==> src/rtl/spm_pkg.sv <==
// Package: shared types and helpers for the serial-parallel multiplier.
// Assumes: nothing beyond IEEE 1800-2017.
package spm_pkg;

    // Result of one full-adder evaluation.
    typedef struct packed {
        logic carry;
        logic sum;
    } fa_t;

    // Full-adder evaluation of three one-bit operands.
    function automatic fa_t full_add(input logic a, input logic b, input logic c);
        fa_t r;
        r.sum   = a ^ b ^ c;
        r.carry = (a & b) | (a & c) | (b & c);
        return r;
    endfunction

endpackage

==> src/rtl/spm_magnitude.sv <==
// Module: spm_magnitude
// Converts the two's-complement multiplicand to an unsigned magnitude and a
// sign flag. Both are registered on load. In the load cycle itself the
// outputs bypass the registers, so the first column step can use the value
// being captured.
// Assumes: WIDTH >= 2. The magnitude of the most negative value is
// 2**(WIDTH-1), which fits in WIDTH unsigned bits.
module spm_magnitude #(
    parameter int WIDTH = 8
) (
    input  logic             clk,
    input  logic             rst_n,
    input  logic             load,
    input  logic [WIDTH-1:0] value,
    output logic [WIDTH-1:0] mag_use,
    output logic             neg_use
);
    logic [WIDTH-1:0] mag_d;
    logic [WIDTH-1:0] mag_q;
    logic             neg_q;

    // Absolute value of the incoming word.
    always_comb begin
        mag_d = value[WIDTH-1] ? (~value + WIDTH'(1)) : value;
    end

    // Capture magnitude and sign when a product starts.
    always_ff @(posedge clk) begin
        if (!rst_n) begin
            mag_q <= '0;
            neg_q <= 1'b0;
        end else if (load) begin
            mag_q <= mag_d;
            neg_q <= value[WIDTH-1];
        end
    end

    // Bypass: the load cycle works on the fresh value.
    always_comb begin
        mag_use = load ? mag_d : mag_q;
        neg_use = load ? value[WIDTH-1] : neg_q;
    end

    // the magnitude MSB can only be set by the most negative input.
    assert_mag_msb_only_min_R5: assert property (@(posedge clk) disable iff (!rst_n)
        mag_q[WIDTH-1] |-> (neg_q && (mag_q[WIDTH-2:0] == '0)));

endmodule

==> src/rtl/spm_mplr_feed.sv <==
// Module: spm_mplr_feed
// Supplies the multiplier bit for every cycle. In the load cycle and the
// WIDTH-1 cycles after it, the bit comes from the serial input. After that,
// the last bit taken is repeated, which sign-extends the multiplier.
// Assumes: load is a single-cycle pulse. A new load restarts the count.
module spm_mplr_feed #(
    parameter int WIDTH = 6
) (
    input  logic clk,
    input  logic rst_n,
    input  logic load,
    input  logic bit_in,
    output logic bit_use
);
    localparam int CNT_W = $clog2(WIDTH + 1);
    localparam logic [CNT_W-1:0] CNT_END = CNT_W'(WIDTH);

    logic [CNT_W-1:0] cnt_q;
    logic             ext_q;
    logic             taking;

    // Choose between the live input and the held sign bit.
    always_comb begin
        taking  = load || (cnt_q < CNT_END);
        bit_use = taking ? bit_in : ext_q;
    end

    // Count consumed bits (saturating) and hold the latest one.
    always_ff @(posedge clk) begin
        if (!rst_n) begin
            cnt_q <= CNT_END;
            ext_q <= 1'b0;
        end else begin
            if (load) begin
                cnt_q <= CNT_W'(1);
            end else if (cnt_q < CNT_END) begin
                cnt_q <= cnt_q + CNT_W'(1);
            end
            if (taking) begin
                ext_q <= bit_in;
            end
        end
    end

    // once the stream is exhausted, the repeated bit never changes.
    assert_ext_hold_R4: assert property (@(posedge clk) disable iff (!rst_n)
        (!load && (cnt_q == CNT_END)) |=> $stable(ext_q));

endmodule

==> src/rtl/spm_column_cell.sv <==
// Module: spm_column_cell
// One column of the carry-save accumulator. It adds its partial product, the
// sum held by the column above, and its own stored carry. The carry is
// always registered. The sum is registered only when a lower column reads
// it (HOLD_SUM=1). Column 0 hands its sum straight to the output path.
// Assumes: clr is asserted in the load cycle, so the stored carry and the
// neighbour's sum count as zero in that cycle.
module spm_column_cell
    import spm_pkg::*;
#(
    parameter bit HOLD_SUM = 1'b1
) (
    input  logic clk,
    input  logic rst_n,
    input  logic clr,
    input  logic pp,
    input  logic sum_above,
    output logic sum_d,
    output logic sum_q
);
    logic carry_q;
    fa_t  res;

    // Column addition; stale state is masked on a fresh start.
    always_comb begin
        res   = full_add(pp, sum_above & ~clr, carry_q & ~clr);
        sum_d = res.sum;
    end

    // Store the carry for the next column step.
    always_ff @(posedge clk) begin
        if (!rst_n) begin
            carry_q <= 1'b0;
        end else begin
            carry_q <= res.carry;
        end
    end

    generate
        if (HOLD_SUM) begin : g_sum_reg
            logic s_q;
            // Store the sum for the column below.
            always_ff @(posedge clk) begin
                if (!rst_n) begin
                    s_q <= 1'b0;
                end else begin
                    s_q <= res.sum;
                end
            end
            assign sum_q = s_q;
        end else begin : g_no_sum_reg
            assign sum_q = 1'b0;
        end
    endgenerate

endmodule

==> src/rtl/spm_serial_negate.sv <==
// Module: spm_serial_negate
// Serial two's-complement negator with the output flip-flop. When negation
// is selected, bits pass unchanged up to and including the first 1, and
// every later bit is inverted. Otherwise bits pass unchanged.
// Assumes: clr marks the first bit of a new product.
module spm_serial_negate (
    input  logic clk,
    input  logic rst_n,
    input  logic clr,
    input  logic negate,
    input  logic raw_bit,
    output logic out_bit
);
    logic seen_q;
    logic seen_use;
    logic out_q;

    // Forget any 1 seen in an earlier product.
    always_comb begin
        seen_use = seen_q & ~clr;
    end

    // Track the first 1 and register the possibly inverted bit.
    always_ff @(posedge clk) begin
        if (!rst_n) begin
            seen_q <= 1'b0;
            out_q  <= 1'b0;
        end else begin
            seen_q <= seen_use | raw_bit;
            out_q  <= raw_bit ^ (negate & seen_use);
        end
    end

    assign out_bit = out_q;

    // the first-one flag is cleared only by a new start.
    assert_seen_sticky_R8: assert property (@(posedge clk) disable iff (!rst_n)
        (!clr && seen_q) |=> seen_q);

endmodule

==> src/rtl/spm_signed_mult.sv <==
// Module: spm_signed_mult (top)
// Signed serial-parallel multiplier. A load pulse captures the parallel
// multiplicand together with multiplier bit 0. The remaining multiplier bits
// follow one per clock, LSB first. Product bit k appears on prod_bit after
// k+1 rising edges, starting with the edge that samples load.
// Assumes: MCAND_W >= 2, MPLR_W >= 1.
module spm_signed_mult #(
    parameter int MCAND_W = 8,
    parameter int MPLR_W  = 6
) (
    input  logic               clk,
    input  logic               rst_n,
    input  logic               load,
    input  logic [MCAND_W-1:0] mcand,
    input  logic               mplr_bit,
    output logic               prod_bit
);
    logic [MCAND_W-1:0] mag_use;
    logic               neg_use;
    logic               b_use;
    logic [MCAND_W:0]   sum_reg;
    logic [MCAND_W-1:0] sum_now;

    spm_magnitude #(.WIDTH(MCAND_W)) u_mag (
        .clk     (clk),
        .rst_n   (rst_n),
        .load    (load),
        .value   (mcand),
        .mag_use (mag_use),
        .neg_use (neg_use)
    );

    spm_mplr_feed #(.WIDTH(MPLR_W)) u_feed (
        .clk     (clk),
        .rst_n   (rst_n),
        .load    (load),
        .bit_in  (mplr_bit),
        .bit_use (b_use)
    );

    // Nothing sits above the top column.
    assign sum_reg[MCAND_W] = 1'b0;

    generate
        for (genvar i = 0; i < MCAND_W; i++) begin : g_col
            spm_column_cell #(.HOLD_SUM(i != 0)) u_cell (
                .clk       (clk),
                .rst_n     (rst_n),
                .clr       (load),
                .pp        (mag_use[i] & b_use),
                .sum_above (sum_reg[i+1]),
                .sum_d     (sum_now[i]),
                .sum_q     (sum_reg[i])
            );
        end
    endgenerate

    spm_serial_negate u_neg (
        .clk     (clk),
        .rst_n   (rst_n),
        .clr     (load),
        .negate  (neg_use),
        .raw_bit (sum_now[0]),
        .out_bit (prod_bit)
    );

    // the first product bit is the AND of the two operand LSBs.
    assert_first_bit_R6: assert property (@(posedge clk) disable iff (!rst_n)
        load |=> (prod_bit == $past(mcand[0] & mplr_bit)));

endmodule

==> config.mk <==
export PLATFORM = sky130hd
export DESIGN_NAME = spm_signed_mult
export DESIGN_NICKNAME = d
export VERILOG_FILES = /design/src/rtl/spm_pkg.sv /design/src/rtl/spm_magnitude.sv /design/src/rtl/spm_mplr_feed.sv /design/src/rtl/spm_column_cell.sv /design/src/rtl/spm_serial_negate.sv /design/src/rtl/spm_signed_mult.sv
export SDC_FILE = /design/constraint.sdc
export NUM_CORES = 1
export LEC_CHECK = 0
export BUFFER_PORTS_ARGS = -buffer_cell sky130_fd_sc_hd__buf_2
export CORE_MARGIN = 4
export CORE_UTILIZATION = 50
export CTS_CLUSTER_DIAMETER = 80
export DETAILED_ROUTE_END_ITERATION = 10
export GPL_TIMING_DRIVEN = 0
export PLACE_DENSITY_LB_ADDON = 0.2
export SYNTH_ARGS = -nofsm -noshare
export SYNTH_HDL_FRONTEND = slang
export SYNTH_SLANG_ARGS = --single-unit
==> constraint.sdc <==
create_clock -name clk -period 1.9 [get_ports clk]
set_input_delay 0.19 -clock clk [delete_from_list [all_inputs] [get_ports clk]]
set_output_delay 0.19 -clock clk [all_outputs]
set_load 0.02 [all_outputs]
# Yosys cells after proc, flatten, opt, wreduce, memory -nomap -nowiden
# Index checks and enable logic that the tools add are counted.
dict set report word_totals {
  register_bits 30
  out_inout_bits 1
  elab_cells 112
}
dict set report op_classes {
  add_sub_neg 2
  n_lt_le_gt_ge 1
  muxes 6
  bitwise_logic 80
  n_reduce_logical 2
}
# operator n
set ops {}
lappend ops {{1-bit AND} 47}
lappend ops {{8-bit 2-to-1 mux} 2}
lappend ops {{1-bit bitwise XOR} 16}
lappend ops {{1-bit bitwise OR} 15}
lappend ops {{8-bit by 1-bit adder with 8-bit output (second input constant)} 1}
lappend ops {{8-bit NOT} 1}
lappend ops {{3-bit 2-to-1 mux} 2}
lappend ops {{3-bit by 1-bit adder with 3-bit output (second input constant)} 1}
lappend ops {{3-bit less-than comparator (second input constant)} 1}
lappend ops {{1-bit 2-to-1 mux} 2}
lappend ops {{2-bit nonzero test} 1}
lappend ops {{1-bit logical OR} 1}
lappend ops {{1-bit NOT} 1}

# Depth between registers and ports, before layout
# Gate-level depths: netlist (run 1).
dict set report logic_depth {
  ltp_word 8
  ltp_mapped 8
}

# Hierarchy
# Synthesis (run 1) repeated with hierarchy kept, for this count alone.
dict set report hier_totals {
  cells_unflattened 172
  area_unflattened_um2 1700.4
}
# mod instances cells_per_inst area_per_inst_um2 seq_area_each_um2
set modules_own_cells {}
lappend modules_own_cells {{spm_column_cell at g_col[1].u_cell ...} 7 9 107.6 40.0}
lappend modules_own_cells {spm_magnitude 1 63 515.5 180.2}
lappend modules_own_cells {spm_mplr_feed 1 20 198.9 80.1}
lappend modules_own_cells {spm_serial_negate 1 8 93.8 40.0}
lappend modules_own_cells {{spm_column_cell at g_col[0].u_cell} 1 9 85.1 20.0}
lappend modules_own_cells {spm_signed_mult 1 9 53.8 0.0}

# Worst setup path after synthesis (run 1)
# OpenSTA, ideal clock, no wires.
dict set report synth_path {
  path_type {reg2reg}
  from {register u_feed.cnt_q[2]}
  to {register u_neg.out_q (netlist: u_neg.out_bit)}
  setup_time_ps 115
  arrival_time_ps 1684
  required_ps 1785
  path_slack_ps 102
  stages_incl_launch_ff 8
  path_buffers 0
  cell_sequence {dfxtp_1 nand3b_1 mux2_2 inv_1 nor2_1 fa_1 xnor2_1 and2_1}
}
dict set report synth_between {
  elab_chain_cells 7
}
# item line
set synth_lines {}
lappend synth_lines {{start, declared} spm_mplr_feed.sv:18} ;# logic [CNT_W-1:0] cnt_q;
lappend synth_lines {{start signal, assigned} spm_mplr_feed.sv:37} ;# cnt_q <= cnt_q + CNT_W'(1);
lappend synth_lines {{3-bit less-than comparator} spm_mplr_feed.sv:24} ;# taking = load || (cnt_q < CNT_END);
lappend synth_lines {{1-bit logical OR} spm_mplr_feed.sv:24}
lappend synth_lines {{1-bit 2-to-1 mux} spm_mplr_feed.sv:25} ;# bit_use = taking ? bit_in : ext_q;
lappend synth_lines {{1-bit AND} spm_signed_mult.sv:50} ;# .pp (mag_use[i] & b_use),
lappend synth_lines {{1-bit bitwise XOR (2 in a row)} spm_pkg.sv:14} ;# r.sum = a ^ b ^ c;
lappend synth_lines {{1-bit bitwise XOR} spm_serial_negate.sv:30} ;# out_q <= raw_bit ^ (negate & seen_use);
lappend synth_lines {{end signal, assigned} spm_serial_negate.sv:30}
lappend synth_lines {{end, declared} spm_serial_negate.sv:16} ;# logic out_q;
# No other way between the ends.
# A chain may end at the register's enable or synchronous reset.

# Worst setup path in the final report (run 1)
dict set report layout_path {
  from {register u_feed.cnt_q[1]}
  to {register u_neg.out_q (netlist: u_neg.out_bit)}
}
# The elaborated chain is that of the path after synthesis.

==> qor.txt, run 1 <==
part of the cycle the worst path needs - 96.3%
Vias/cell - 5.29
Post-synth ARST share - 0%
Syn Inst Count - 150
die height - 61.5 µm
wire length on met3 - 131 µm
post-synthesis sequential area ratio - 42.0%
syn avg cell area - 9.53 µm²
Slew headroom - 70.7%
die area - 3780 µm²
Synthesized Nets - 172
Initial Utilization - 52.3%
max-cap viol count - 0
DRT Pass-1 Iters - 4
Cell variety after synth - 34
residual DRC count - 0
Synth Warn # - 0
FP Rows - 19
Slew Limit Fails - 0
io pins - 13
largest net degree at the start of global routing - 11
CTS tree - built
Max IR drop VDD - 612 µV
Clock Skews - 0.0132 ns
met1 WL - 1.18 mm
HP Class - input port to flip-flop
layout cells sized above 1 - 20.2%
ANT cells - 0
setup violators final - 0
register bit total from synthesis - 30
Vias - 1,080
status - complete, no violations
FMAX - 0.546 GHz
1st-iter DRT viols - 39
fillcell total - 246
critical path class - flip-flop to flip-flop
wire per inst - 13.7 µm
core area - 2730 µm²
GR Util All Layers - 17.3%
CTS clk-pin slew, worst paths - 0.10 ns
H-tree Lvls - 2
gpl congestion - 0.770
design area - 1640 µm²
Routed Antenna Nets - 0
area growth from synthesis to layout - 15.0%
PwrDens - 819 nW/µm²
metal2 WL - 1.42 mm
Max Fanout on Critical Path - 5
worst slew pin tran - 0.440 ns
CP arrival - 2.06 ns
Min Clock Period, post-route - 1.83 ns
CTS root buf - clkbuf_4
final hold vios - 0
Final #Nets - 194
hpwl dp - 2.01 mm
CP required - 2.13 ns
GRT overflow - 0
TritonCTS Buffers - 5
Post-Route WL - 2.80 mm
Critical Path Start Type - flip-flop
Pleak - 0.654 nW
EDFF count, synth - 0
CTS sink cnt - 30
Clock Tree Buf Depth - 2
Die Wd - 61.5 µm
unrepaired setup endpoints after global routing - true
placed inst area - 1520 µm²
antenna violations before repair - 0
CP endpoint kind - flip-flop
number of global-route vias before repair - 1,042
Port Buffers - 11
Main synth FF type - dfxtp_1
uppermost layer routed - met4
first-pass GRT wire length - 4.64 mm
Min Hold Slack - 0.210 ns
clock latency on the worst-skew pair - 0.33 ns
Syn Std Cell Area - 1430 µm²
[report_power, final]
group,internal (mW),switching [mW]
combinational,0.0888,0.106
sequential,0.664,0.0138
clock,0.253,0.221
[layout make-up]
| type | instances | area, µm² | area share (%) |
|---|---|---|---|
| flip-flops and latches | 30 | 603 | 36.7 |
| plain buffers | 7 | 28.8 | 1.75 |
| repair buffers | 15 | 85.1 | 5.18 |
| well taps | 31 | 38.8 | 2.36 |
| inverters | 5 | 21.3 | 1.29 |
| multi-input cells | 108 | 787 | 47.9 |
| clock buffers | 8 | 78.8 | 4.80 |
[synthesized netlist by cell type (2+ instances only)]
library cell | n | share of area [%]
nand2_1 | 16 | 4.2
xnor2_1 | 2 | 1.2
o21ai_0 | 7 | 2.5
o211ai_1 | 2 | 1.1
mux2i_1 | 2 | 1.4
buf_2 | 2 | 0.70
nand3b_1 | 4 | 2.1
nand2b_1 | 3 | 1.3
o21a_1 | 3 | 1.6
nand4_1 | 2 | 0.88
dfxtp_1 | 30 | 42
fa_1 | 7 | 9.8
nor2b_1 | 18 | 7.9
xor2_1 | 2 | 1.2
ha_1 | 3 | 2.6
a21oi_1 | 5 | 1.8
clkbuf_1 | 5 | 1.3
and2_1 | 8 | 3.5
o211a_1 | 2 | 1.4
inv_1 | 5 | 1.3
nor3_1 | 2 | 0.70
nor2_1 | 8 | 2.1
[state kept, by name, indices dropped and copies added, names as in the netlist]
name,flops
g_col.u_cell.carry_q,8
g_col.u_cell.sum_q,7
u_feed.cnt_q,3
u_feed.ext_q,1
u_mag.mag_q,8
u_mag.neg_q,1
u_neg.out_bit,1
u_neg.seen_q,1
[layout by cell type, fill, tap and decap left out, types with 3 or more instances in the layout]
cell type  netlist  routed
a21oi_1          5       5
and2_1           8       8
buf_2            2      13
buf_4            0       4
clkbuf_1         5       5
clkbuf_4         0       5
clkbuf_8         0       3
dfxtp_1         30      28
fa_1             7       7
ha_1             3       3
inv_1            5       4
nand2_1         16      16
nand2b_1         3       3
nand3b_1         4       4
nor2_1           8       7
nor2b_1         18      18
o21a_1           3       3
o21ai_0          7       7
[worst paths after layout]
path | endpoint | depth (start not counted) | slack [ns] | from
setup reg to reg | u_neg.out_bit$_SDFF_PN0_ | 7 | 0.07 | u_feed.cnt_q[1]$_SDFFE_PN1N_
hold / removal | u_mag.neg_q$_SDFF_PN0_ | 3 | 0.21 | load
hold reg to reg | u_mag.neg_q$_SDFF_PN0_ | 2 | 0.49 | u_mag.neg_q$_SDFF_PN0_
setup / recovery | u_neg.out_bit$_SDFF_PN0_ | 7 | 0.07 | u_feed.cnt_q[1]$_SDFFE_PN1N_
[per-layer routing]
layer  vias up  global-route usage (%)
met2        29                    27.3
li1        536                       -
met3         6                    6.92
met1       509                    20.8
met4         0                    7.88
met5         -                       0
[critical path: stages (launching register included)]
cell and delay [ns]:
dfxtp_2 0.37, nand3b_1 0.11, mux2_4 0.35, inv_4 0.06, nor2_2 0.04, fa_1 0.50
xnor2_1 0.15, and2_1 0.15
[metrics by stage]
step           total power [mW]  setup TNS [ns]  setup slack [ns]  utilization (%)  std cells
2_1_floorplan             0.814               0             0.102                -        150
3_3_place_gp              0.861         -0.0387           -0.0387             55.7        192
3_5_place_dp              0.871          -0.135           -0.0975             55.7        192
4_1_cts                    1.35               0            0.0412             59.4        202
5_1_grt                    1.42         -0.0204           -0.0204             60.1        204
6_report                   1.35               0            0.0695             60.1        204
[timing repair]
item                                    4_1_cts  5_1_grt
endpoints found under the setup margin        2        1
gates resized for setup                       3        3
hold buffers                                  0        0
pin swaps                                     1        3
buffers inserted                              2        2
[kinds of logic after synthesis]
kind of cell | after synthesis | synth area share [%]
flip-flops | 30 | 42.0
adder cells (fa/ha/maj) | 10 | 12.4
XOR/XNOR | 4 | 2.45
AO/OA/AOI/OAI | 24 | 11.3
multiplexers | 3 | 2.19
AND/OR/NAND/NOR | 67 | 26.3
buffers and inverters | 12 | 3.33
Note: power is estimated with default switching activity, not from simulation.
==> run 2: changes to the inputs <==
--- a/config.mk
+++ b/config.mk
@@ -7,7 +7,7 @@
 export LEC_CHECK = 0
 export BUFFER_PORTS_ARGS = -buffer_cell sky130_fd_sc_hd__buf_2
 export CORE_MARGIN = 4
-export CORE_UTILIZATION = 50
+export CORE_UTILIZATION = 28
 export CTS_CLUSTER_DIAMETER = 80
 export DETAILED_ROUTE_END_ITERATION = 10
 export GPL_TIMING_DRIVEN = 0
==> qor.txt, run 2 (synthesized netlist as in run 1, its figures left out) <==
status - complete, no violations
reg-to-reg endpoint - u_neg.out_bit$_SDFF_PN0_
Setup TNS - 0 ns (unchanged)
PwrDens - 822 nW/µm² (+0.34%)
CP Cell Sequence - nand3b_1, mux2_4, inv_1, nor2_1, fa_1, xnor2_1, and2_1
Critical Path Start Type - flip-flop
Pleak - 0.653 nW (about the same)
Slowest Stage Delay on Critical Path - 0.47 ns (-0.03 ns)
Min Hold Slack - 0.249 ns (+0.0393 ns)
Port Buffers - 11 (unchanged)
fillcell total - 521 (+110%)
Slew Limit Fails - 0 (unchanged)
clock latency on the worst-skew pair - 0.28 ns (-0.05 ns)
GRT overflow - 0 (unchanged)
Die Wd - 79.4 µm (+29%)
area of the multi-input gates - 785 µm² (-0.32%)
CTS tree - built
design area - 1690 µm² (+2.7%)
TritonCTS Buffers - 5 (unchanged)
HP Class - input port to flip-flop
unrepaired setup endpoints after global routing - false
placed inst area - 1570 µm² (+3.0%)
part of the cycle the worst path needs - 93.9% (-2.4 points)
flop-to-flop setup slack - 0.12 ns (+0.05 ns)
ANT cells - 0 (unchanged)
Psw - 0.346 mW (+1.8%)
Max IR drop VDD - 449 µV (-27%)
setup violators final - 0 (unchanged)
number of global-route vias before repair - 1,034 (-0.77%)
Routed Antenna Nets - 0 (unchanged)
Post-CTS Hold Buffers - 0 (unchanged)
FP Rows - 25 (+6)
Clock Skews - 0.00257 ns (-0.0106 ns)
Critical Path Start - u_feed.cnt_q[1]$_SDFFE_PN1N_
GR Util All Layers - 10.3% (-7.0 points)
Vias/cell - 4.39 (-17%)
DRT Pass-1 Iters - 4 (unchanged)
Placed Cells - 228 (+19%)
max-cap viol count - 0 (unchanged)
io pins - 13 (unchanged)
critical path class - flip-flop to flip-flop
Min Clock Period, post-route - 1.78 ns (-0.0458 ns)
worst hold endpoint - u_mag.neg_q$_SDFF_PN0_
r2r worst-path depth - 7 (unchanged)
CP arrival - 1.95 ns (-0.11 ns)
antenna violations before repair - 0 (unchanged)
Initial Utilization - 29.7% (-23 points)
CTS root buf - clkbuf_8
commonest non-fill, non-tap cell in the layout - dfxtp_1
worst slew pin tran - 0.434 ns (-0.00584 ns)
Comb pwr share - 13.5% (-0.9 points)
CP endpoint kind - flip-flop
clock share of power - 37.7% (+2.5 points)
commonest non-fill, non-tap cells in the layout - 28 x dfxtp_1, 18 x nor2b_1, 16 x nand2_1
Post-Route WL - 2.86 mm (+2.2%)
post-route non-filler standard cell count - 239 (+17%)
final hold vios - 0 (unchanged)
FF/Latch Area - 603 µm² (unchanged)
Vias - 1,049 (-2.9%)
residual DRC count - 0 (unchanged)
FMAX - 0.560 GHz (+2.6%)
Sequential Power Share - 48.8% (-1.6 points)
layout cells sized above 1 - 18.0% (-2.2 points)
Slew headroom - 71.1% (+0.39 points)
first-pass GRT wire length - 4.86 mm (+4.6%)
Max Fanout on Critical Path - 3 (-2)
Clock Tree Buf Depth - 2 (unchanged)
gpl congestion - 0.722 (-6.3%)
CTS sink cnt - 30 (unchanged)
largest net degree at the start of global routing - 11 (unchanged)
core area - 4820 µm² (+76%)
wire per inst - 11.9 µm (-13%)
area growth from synthesis to layout - 18.1%
hpwl dp - 2.10 mm (+4.6%)
Final #Nets - 193 (-0.52%)
hold_sp - load
hold path cells - 3 (unchanged)
Pint - 1.04 mW (+3.5%)
RR Startpoint - u_feed.cnt_q[1]$_SDFFE_PN1N_
die height - 79.4 µm (+29%)
CTS clk-pin slew, worst paths - 0.06 ns (-0.04 ns)
CP required - 2.07 ns (-0.06 ns)
die area - 6310 µm² (+67%)
CP max-delay cell - fa_1
1st-iter DRT viols - 50 (+28%)
switching share of total power - 24.9% (-0.32 points)
H-tree Lvls - 2 (unchanged)
run 2: changes by cell type in the layout (fill, tap and decap cells not counted):
cell | before | now
inv_4 | 1 | 0
buf_4 | 4 | 3
clkbuf_8 | 3 | 6
inv_1 | 4 | 5
clkbuf_1 | 5 | 6
nor2_2 | 1 | 0
clkbuf_4 | 5 | 0
clkinv_2 | 0 | 1
nor2_1 | 7 | 8
run 2: per-stage QoR:
stage | total power, mW | utilization (%) | setup slack (ns)
finish | 1.39 | 35.0 | 0.115
global route | 1.47 | 35.0 | 0.0144
CTS | 1.41 | 34.7 | 0.0135
detailed placement | 0.870 | 32.5 | -0.0853
global placement | 0.864 | 32.5 | -0.0467
floorplan | 0.814 | - | 0.102
run 2: area by class of cell:
class                   count  share of cell area [%]
multi-input cells         108                    46.5
clock buffers               7                    5.11
flip-flops and latches     30                    35.7
well taps                  67                    4.97
repair buffers             14                    4.60
inverters                   5                    1.11
clock inverters             1                   0.297
plain buffers               7                    1.70
run 2: what timing repair did:
item | in CTS | in global routing
setup endpoints to repair | 1 | 1
pin swaps | 0 | 1
setup buffers | 1 | 2
gates resized for setup | 3 | 0
cloned | 0 | 0
run 2: worst max-delay path, delay by kind of cell, from the launching register on:
family / cells / cell delay [ns]
mux: 1 / 0.33
fa+ha+maj: 1 / 0.47
xor+xnor: 1 / 0.15
simple gates: 3 / 0.31
flops: 1 / 0.34
buf+inv: 1 / 0.08
run 2: how the worst max path moves through the flow:
| stage | depth (start not counted) | slack, ns | to |
|---|---|---|---|
| after global placement | 8 | -0.05 | u_neg.out_bit$_SDFF_PN0_ |
| final | 7 | 0.12 | u_neg.out_bit$_SDFF_PN0_ |
| after global routing | 7 | 0.01 | u_neg.out_bit$_SDFF_PN0_ |
| after floorplan | 7 | 0.10 | u_neg.out_bit$_SDFF_PN0_ |
| after CTS | 7 | 0.01 | u_neg.out_bit$_SDFF_PN0_ |
| after detailed placement | 7 | -0.09 | u_neg.out_bit$_SDFF_PN0_ |
run 2: routing by layer:
layer | GRT usage [%] | wire length (µm)
met1 | 13.5 | 1380
met2 | 14.8 | 1300
met3 | 3.72 | 121
met4 | 5.15 | 51
met5 | 0 | 0
run 2: power groups by stage:
stage                     Sequential, mW  Clock [mW]  Combinational, mW
after detailed placement           0.692           0              0.178
after global placement             0.691           0              0.173
final                              0.677       0.523              0.187
after global routing               0.680       0.569              0.218
after CTS                          0.679       0.545              0.184
after floorplan                    0.691           0              0.124
==> run 3: changes to the inputs <==
==> constraint.sdc (replaced) <==
create_clock -name clk -period 1.9 [get_ports clk]
set_input_delay 0.38 -clock clk [delete_from_list [all_inputs] [get_ports clk]]
set_output_delay 0.38 -clock clk [all_outputs]
set_load 0.02 [all_outputs]
==> qor.txt, run 3 (synthesized netlist as in run 1, its figures left out) <==
GR Util met2 - 14.8% (unchanged)
FP Rows - 25 (unchanged)
area growth from synthesis to layout - 18.4%
r2r worst-path depth - 7 (unchanged)
Slew Limit Fails - 0 (unchanged)
1st-iter DRT viols - 43 (-14%)
Slowest Stage Delay on Critical Path - 0.55 ns (+0.08 ns)
clock latency on the worst-skew pair - 0.28 ns (about the same)
Placed Cells - 228 (unchanged)
Clock Tree Buf Depth - 2 (unchanged)
first-pass GRT wire length - 4.86 mm (unchanged)
DRT Pass-1 Iters - 5 (+1)
Post-Route WL - 2.91 mm (+2.0%)
fillcell total - 523 (+0.38%)
Vias/cell - 4.43 (+0.90%)
TritonCTS Buffers - 5 (unchanged)
Largest delay share family, worst path - adder cells
CP endpoint kind - flip-flop
Clock Skews - 0.00258 ns (+0.00000214 ns)
hold path cells - 3 (unchanged)
setup violators final - 0 (unchanged)
GRT overflow - 0 (unchanged)
CP max-delay cell - fa_1
hpwl dp - 2.10 mm (unchanged)
CTS tree - built
Routed Antenna Nets - 0 (unchanged)
part of the cycle the worst path needs - 95.2% (+1.3 points)
Critical Path Start Type - input port
design area - 1690 µm² (+0.22%)
Min Clock Period, post-route - 1.81 ns (+0.0245 ns)
final worst slack - 0.0909 ns (-0.0245 ns)
FMAX - 0.553 GHz (-1.4%)
ANT cells - 0 (unchanged)
reg-to-reg endpoint - u_neg.out_bit$_SDFF_PN0_
Vias - 1,054 (+0.48%)
RR Startpoint - u_feed.cnt_q[2]$_SDFFE_PN1N_
worst hold endpoint - u_mag.neg_q$_SDFF_PN0_
GR Util All Layers - 10.3% (unchanged)
antenna violations before repair - 0 (unchanged)
worst slew pin tran - 0.435 ns (+0.00117 ns)
placed inst area - 1570 µm² (unchanged)
CP arrival - 1.98 ns (+0.03 ns)
CTS sink cnt - 30 (unchanged)
Buf/Inv on CP - 3 (+2)
wire per inst - 12.2 µm (+2.4%)
Die Wd - 79.4 µm (unchanged)
Pleak - 0.653 nW (about the same)
Slew headroom - 71.0% (-0.078 points)
core area - 4820 µm² (unchanged)
CP required - 2.07 ns (about the same)
Port Buffers - 11 (unchanged)
commonest non-fill, non-tap cell in the layout - dfxtp_1
HP Class - input port to flip-flop
critical path class - input port to flip-flop
PwrDens - 820 nW/µm² (-0.28%)
max-cap viol count - 0 (unchanged)
Min Hold Slack - 0.447 ns (+0.198 ns)
pre-CTS worst setup slack - -0.265 ns (-0.180 ns)
number of global-route vias before repair - 1,034 (unchanged)
final hold vios - 0 (unchanged)
largest net degree at the start of global routing - 11 (unchanged)
die area - 6310 µm² (unchanged)
CTS root buf - clkbuf_8
M1 GR Usage - 13.5% (unchanged)
hold_sp - load
Most Used Layer, Global Route - met2
Max Fanout on Critical Path - 4 (+1)
io pins - 13 (unchanged)
Initial Utilization - 29.7% (unchanged)
CTS clk-pin slew, worst paths - 0.06 ns (about the same)
Max IR drop VDD - 449 µV (about the same)
commonest non-fill, non-tap cells in the layout - 28 x dfxtp_1, 18 x nor2b_1, 16 x nand2_1
gpl congestion - 0.722 (unchanged)
status - complete, no violations
residual DRC count - 0 (unchanged)
utilization after layout - 35.1% (+0.078 points)
post-route non-filler standard cell count - 238 (-0.42%)
die height - 79.4 µm (unchanged)
met3 usage - 3.72% (unchanged)
CP Cell Sequence - buf_2, inv_1, ha_1, nor3b_4, buf_4, a211oi_2, o21ai_1, fa_1, nor2b_1
flop-to-flop setup slack - 0.10 ns (-0.02 ns)
Final #Nets - 192 (-0.52%)
layout cells sized above 1 - 18.7% (+0.69 points)
H-tree Lvls - 2 (unchanged)
==> run 3: area by class of cell <==
type | instances | area (µm²) | share of cell area (%)
multi-input combinational | 108 | 796 | 47.0
clock buffer | 7 | 86.3 | 5.10
inverter | 5 | 18.8 | 1.11
tap | 67 | 83.8 | 4.96
clock inverter | 1 | 5.00 | 0.296
sequential | 30 | 603 | 35.7
buffer | 7 | 28.8 | 1.70
timing repair buffer | 13 | 70.1 | 4.14
==> run 3: layer usage <==
metal,vias to the layer above,share of wire [%]
li1,535,-
met1,497,47
met2,17,46
met3,5,4.8
met4,0,1.8
met5,-,0
==> run 3: stage by stage <==
stage / total power [mW] / setup TNS, ns
floorplan: 0.814 / 0
global placement: 0.864 / -1.42
detailed placement: 0.870 / -1.56
CTS: 1.41 / 0
global route: 1.47 / -0.0346
finish: 1.39 / 0
==> run 3: report_power, final <==
part | switching [mW] | leakage (nW) | internal, mW
Combinational | 0.102 | 0.359 | 0.0825
Sequential | 0.0141 | 0.246 | 0.665
Clock | 0.231 | 0.0482 | 0.292
==> run 3: worst min-delay path, cell delays in order <==
cell and delay, ns:
buf_2 0.12, nand2_2 0.09, a21boi_0 0.08
==> run 3: worst max-delay path by stage <==
stage	startpoint	to	slack, ns	cells past startpoint
CTS	u_feed.cnt_q[2]$_SDFFE_PN1N_	u_neg.out_bit$_SDFF_PN0_	0.01	7
finish	mcand[0]	g_col[6].u_cell.sum_q$_SDFF_PN0_	0.09	9
global placement	load	u_neg.out_bit$_SDFF_PN0_	-0.24	8
global route	mcand[0]	g_col[4].u_cell.sum_q$_SDFF_PN0_	-0.02	9
floorplan	load	u_neg.out_bit$_SDFF_PN0_	0.03	7
detailed placement	load	u_neg.out_bit$_SDFF_PN0_	-0.27	8
==> run 3: timing repair <==
| action | 4_1_cts | 5_1_grt |
|---|---|---|
| gates cloned | 0 | 0 |
| endpoints found under the setup margin | 1 | 3 |
| pin swaps | 0 | 2 |
| setup buffers | 1 | 1 |
| resized for setup | 3 | 4 |
| hold buffers | 0 | 0 |
